===== src/rtl/irq_bank_ctrl.sv =====
module irq_bank_ctrl #(
  parameter int          DW       = 32,
  parameter int          AW       = 12,
  parameter logic [31:0] LVL_CFG0 = 32'h0000_0000,
  parameter logic [31:0] LVL_CFG1 = 32'h1FF0_0000
) (
  input  logic            clk,
  input  logic            rst_n,
  input  logic [2*DW-1:0] irq_in,
  input  logic            bus_valid,
  input  logic            bus_write,
  input  logic [AW-1:0]   bus_addr,
  input  logic [DW-1:0]   bus_wdata,
  output logic [DW-1:0]   bus_rdata,
  output logic            cpu_irq
);
  localparam int NB = 2;

  logic [DW-1:0] ev [NB];
  logic [DW-1:0] mk [NB];
  logic [DW-1:0] lv [NB];
  logic [DW-1:0] cfg [NB];
  logic [DW-1:0] in_b [NB];
  logic [DW-1:0] rise [NB];
  logic [DW-1:0] clr [NB];
  logic [DW-1:0] pend [NB];
  logic [DW-1:0] rd_val;

  logic       hit, sel, wr, rd;
  logic [3:0] off;

  assign in_b[0] = irq_in[2*DW-1:DW];
  assign in_b[1] = irq_in[DW-1:0];
  assign cfg[0]  = LVL_CFG0[DW-1:0];
  assign cfg[1]  = LVL_CFG1[DW-1:0];

  assign hit = (bus_addr[AW-1:4] == 1) || (bus_addr[AW-1:4] == 2);
  assign sel = bus_addr[5];
  assign off = bus_addr[3:0];
  assign wr  = bus_valid && bus_write && hit;
  assign rd  = bus_valid && !bus_write && hit;

  for (genvar b = 0; b < NB; b++) begin : g_bank
    assign rise[b] = in_b[b] & ~lv[b] & ~cfg[b];
    assign clr[b]  = (wr && sel == b[0] && off == 4'h8) ? (bus_wdata & ~cfg[b]) : '0;
    assign pend[b] = (ev[b] | (lv[b] & cfg[b])) & mk[b];
  end

  always_ff @(posedge clk or negedge rst_n) begin
    if (!rst_n) begin
      for (int b = 0; b < NB; b++) begin
        ev[b] <= '0;
        mk[b] <= '0;
        lv[b] <= '0;
      end
    end else begin
      for (int b = 0; b < NB; b++) begin
        lv[b] <= in_b[b];
        ev[b] <= (ev[b] & ~clr[b]) | rise[b];
        if (wr && sel == b[0] && off == 4'h4) mk[b] <= bus_wdata;
      end
    end
  end

  always_comb begin
    rd_val = '0;
    if (rd) begin
      case (off)
        4'h0:    rd_val = sel ? ev[1] : ev[0];
        4'h4:    rd_val = sel ? mk[1] : mk[0];
        4'hC:    rd_val = sel ? lv[1] : lv[0];
        default: rd_val = '0;
      endcase
    end
  end

  always_ff @(posedge clk or negedge rst_n) begin
    if (!rst_n) begin
      bus_rdata <= '0;
      cpu_irq   <= 1'b0;
    end else begin
      bus_rdata <= rd_val;
      cpu_irq   <= (|pend[0]) || (|pend[1]);
    end
  end

  assert_levels_track_R3: assert property (@(posedge clk) disable iff (!rst_n)
    1'b1 |=> lv[1] == $past(irq_in[DW-1:0]));

  assert_event_sticky_R4: assert property (@(posedge clk) disable iff (!rst_n)
    clr[0] == '0 |=> (ev[0] & $past(ev[0])) == $past(ev[0]));

  assert_no_level_event_R5: assert property (@(posedge clk) disable iff (!rst_n)
    (bus_valid && !bus_write && bus_addr == 12'h020) |=> (bus_rdata & LVL_CFG1[DW-1:0]) == '0);

  assert_clear_w1c_R6: assert property (@(posedge clk) disable iff (!rst_n)
    (bus_valid && bus_write && bus_addr == 12'h018)
      |=> (ev[0] & $past(bus_wdata) & ~$past(rise[0])) == '0);

  assert_enabled_event_raises_R8: assert property (@(posedge clk) disable iff (!rst_n)
    (ev[1] & mk[1]) != '0 |=> cpu_irq);

  assert_outside_reads_zero_R10: assert property (@(posedge clk) disable iff (!rst_n)
    (bus_valid && !bus_write && !hit) |=> bus_rdata == '0);

  assert_idle_rdata_zero_R11: assert property (@(posedge clk) disable iff (!rst_n)
    !(bus_valid && !bus_write) |=> bus_rdata == '0);
endmodule


===== config.mk =====
export PLATFORM = sky130hd
export DESIGN_NAME = irq_bank_ctrl
export DESIGN_NICKNAME = d
export VERILOG_FILES = /design/src/rtl/irq_bank_ctrl.sv
export SDC_FILE = /design/constraint.sdc
export NUM_CORES = 1
export LEC_CHECK = 0
export BUFFER_PORTS_ARGS = -buffer_cell sky130_fd_sc_hd__buf_4
export CAP_MARGIN = 20
export CORE_MARGIN = 10
export CORE_UTILIZATION = 50
export DETAILED_ROUTE_END_ITERATION = 8
export PLACE_DENSITY_LB_ADDON = 0.1
export SLEW_MARGIN = 20
export SYNTH_ARGS = -nofsm -noshare
export SYNTH_HDL_FRONTEND = slang
export SYNTH_SLANG_ARGS = --single-unit
export TNS_END_PERCENT = 5

===== constraint.sdc =====
create_clock -name clk -period 3.42 [get_ports clk]
set_input_delay 0.513 -clock clk [delete_from_list [all_inputs] [get_ports clk]]
set_output_delay 0.513 -clock clk [all_outputs]
set_load 0.1 [all_outputs]

==> results.py <==
metrics = {
    "clocking": {
        "worstSkewPairLatency_ps": 520,
        "cts_buffers": 23,
        "cts_buffer_depth": 3,
        "hold_buffers": 0,
        "root_buffer": "clkbuf_16",
        "postCtsSetupBuffers": 0,
        "ctsResizeCount": 0,
        "clkTransAtPathRegs_ps": 60,
        "cts_tree": "built",
        "cts_sinks": 216,
        "htreeDepth": 1,
    },
    "die": {
        "start_util_pct": 50.45,
        "die_area_mm2": 0.02377,
        "io_pins": 145,
        "core_mm2": 0.01784,
        "row_count": 49,
        "die_x_um": 154.2,
        "dieHeight_um": 154.2,
    },
    "timing": {
        "relSlewSlack_pct": 36.11,
        "drv_slew": 0,
        "hold_viol": 0,
        "clock_skew_ps": 20.88,
        "rsz0062_at_grt": "false",
        "whs_ps": 13.50,
        "setup_tns_ps": 0,
        "setup_ws_ps": 1132,
        "setup_violations": 0,
        "fmax_mhz": 437.1,
        "tightest_slew_ps": 958.3,
        "fin_crit_sh_pct": 66.89,
        "min_period_ps": 2288,
    },
    "setup_path": {
        "crit_type": "in -> reg",
        "start_kind": "input port",
        "worst_ep_arrival_time_ps": 2670,
        "cp-end-kind": "flop",
        "critPathRequiredTime_ps": 3810,
        "crit_fanout": 31,
    },
    "synthesis": {
        "postSynthCellCount": 725,
        "synthArstFlopShare_pct": 100.0,
        "synth_cell_types": 37,
        "mappedNetlistArea_mm2": 0.009001,
        "synth-seq-cells": 216,
        "synth_edf_count": 0,
        "ys_seq_area_share_pct": 60.05,
        "ys_warn_count": 0,
        "syn_avg_cell_area_um2": 12.42,
        "syn-num-nets": 837,
        "synth_flop_cell": "dfrtp_1",
    },
    "layout": {
        "diodes": 0,
        "final_cell_mix": "216 x dfrtp_1, 155 x buf_4, 97 x nand2_1",
        "fill_cells": 1435,
        "multi_input_area_mm2": 0.003227,
        "fin_area_mm2": 0.01101,
        "final_core_util_pct": 61.71,
        "layout.cells.non_filler": 1107,
        "seq_area_mm2": 0.005405,
        "final_layout_size_suffix_gt1_share_pct": 30.64,
        "area.growth.synth_to_final_pct": 22.31,
        "nets": 980,
        "final_common_cell": "dfrtp_1",
    },
    "detailed_routing": {
        "vias": 6543,
        "first_iter_violations": 433,
        "drc": 0,
        "drt-vias-per-instance": 5.911,
        "drtAntennaViolNets": 0,
        "wl_mm": 25.82,
        "wl_per_cell_um": 23.32,
        "firstDrtPassIters": 5,
    },
    "grt": {
        "grt_antenna_before_repair": 0,
        "grt_first_pass_wirelength_mm": 40.53,
        "grt_pass1_vias": 7055,
        "grt_start_max_net_pins": 96,
        "overflow": 0,
        "track_usage_pct": 21.19,
    },
    "place": {
        "place_ws_ps": 646.7,
        "port-buffer-count": 144,
        "dp.cells": 1072,
        "placed_area_mm2": 0.01035,
        "post-dp-hpwl_mm": 17.48,
        "gp_congestion": 0.8210,
    },
    "status": {
        "status": "complete, no violations",
    },
    "job": {
        "cap_violations": 0,
    },
    "pwr": {
        "powerDensity_mw_per_mm2": 472.8,
        "peakVddDrop_mv": 0.4056,
        "cellLeakagePower_nw": 5.242,
        "power.total_mw": 5.205,
    },
    "hold_path": {
        "hp-class": "in -> async",
    },
}
cells by family after synthesis:
family	synth area share (%)
multiplexers	12.01
buffers and inverters	4.629
AO/OA/AOI/OAI	16.44
flip-flops	60.05
XOR/XNOR	0.09732
AND/OR/NAND/NOR	6.769
synth_stat cells, types with 2 or more instances:
library cell / instances / share of area (%)
o21ai_0: 3 / 0.17
o22a_1: 17 / 1.7
and3_1: 6 / 0.42
nand3b_1: 2 / 0.17
mux2_1: 4 / 0.50
clkbuf_1: 19 / 0.79
a22o_1: 71 / 6.9
inv_1: 56 / 2.3
a221oi_2: 5 / 0.83
a22oi_1: 26 / 2.2
nand4_1: 4 / 0.28
nor2_1: 4 / 0.17
nand2_1: 97 / 4.0
a221oi_1: 18 / 1.8
buf_4: 6 / 0.50
a211oi_2: 6 / 0.83
a21oi_1: 17 / 0.95
mux2i_1: 36 / 4.0
buf_6: 3 / 0.38
dfrtp_1: 216 / 60
or3_1: 3 / 0.21
nor4_2: 2 / 0.28
a31oi_1: 17 / 1.2
buf_2: 9 / 0.50
buf_1: 3 / 0.13
nand3_1: 4 / 0.22
mux2_2: 60 / 7.5
or4_1: 2 / 0.17
final timing paths:
| check | from | to | slack (ps) | cells past startpoint |
|---|---|---|---|---|
| setup reg to reg | mk[59]$_DFFE_PN0P_ | cpu_irq$_DFF_PN0_ | 1420 | 4 |
| max in group asynchronous | rst_n | ev[10]$_DFF_PN0_ | 2460 | 2 |
| min in group clk | irq_in[21] | lv[21]$_DFF_PN0_ | 90 | 1 |
| hold reg to reg | mk[39]$_DFFE_PN0P_ | mk[39]$_DFFE_PN0P_ | 520 | 1 |
| hold / removal | rst_n | ev[47]$_DFF_PN0_ | 10 | 1 |
| setup / recovery | bus_addr[8] | bus_rdata[21]$_DFF_PN0_ | 1130 | 6 |
where the power goes:
group | internal, mW | switching, mW
clock | 1.28 | 0.967
sequential | 2.60 | 0.0259
combinational | 0.138 | 0.193
worst max-delay path, stage by stage:
cell      delay [ps]
buf_4            110
or4b_4           570
or3_1            440
or3_1            380
buf_4            300
a221oi_1         360
sequential cells by signal, summed over array words and instances, names as in the netlist:
| register | cells |
|---|---|
| bus_rdata | 32 |
| lv | 64 |
| cpu_irq | 1 |
| mk | 64 |
| ev | 55 |
per-layer routing:
metal | GRT usage (%) | routed length [um] | part of all wire, %
met5 | 0 | 0 | 0
met4 | 4.993 | 431 | 1.7
met3 | 3.771 | 1626 | 6.3
met2 | 35.04 | 12650 | 49
met1 | 28.38 | 11110 | 43
final cells by class:
| cell class | count | share of cell area, % |
|---|---|---|
| clock buffer | 29 | 5.705 |
| multi-input combinational | 413 | 29.31 |
| sequential | 216 | 49.10 |
| inverter | 56 | 1.909 |
| clock inverter | 6 | 0.3069 |
| timing repair buffer | 158 | 11.07 |
| tap | 229 | 2.603 |
Power figures use the tool's default switching activity.
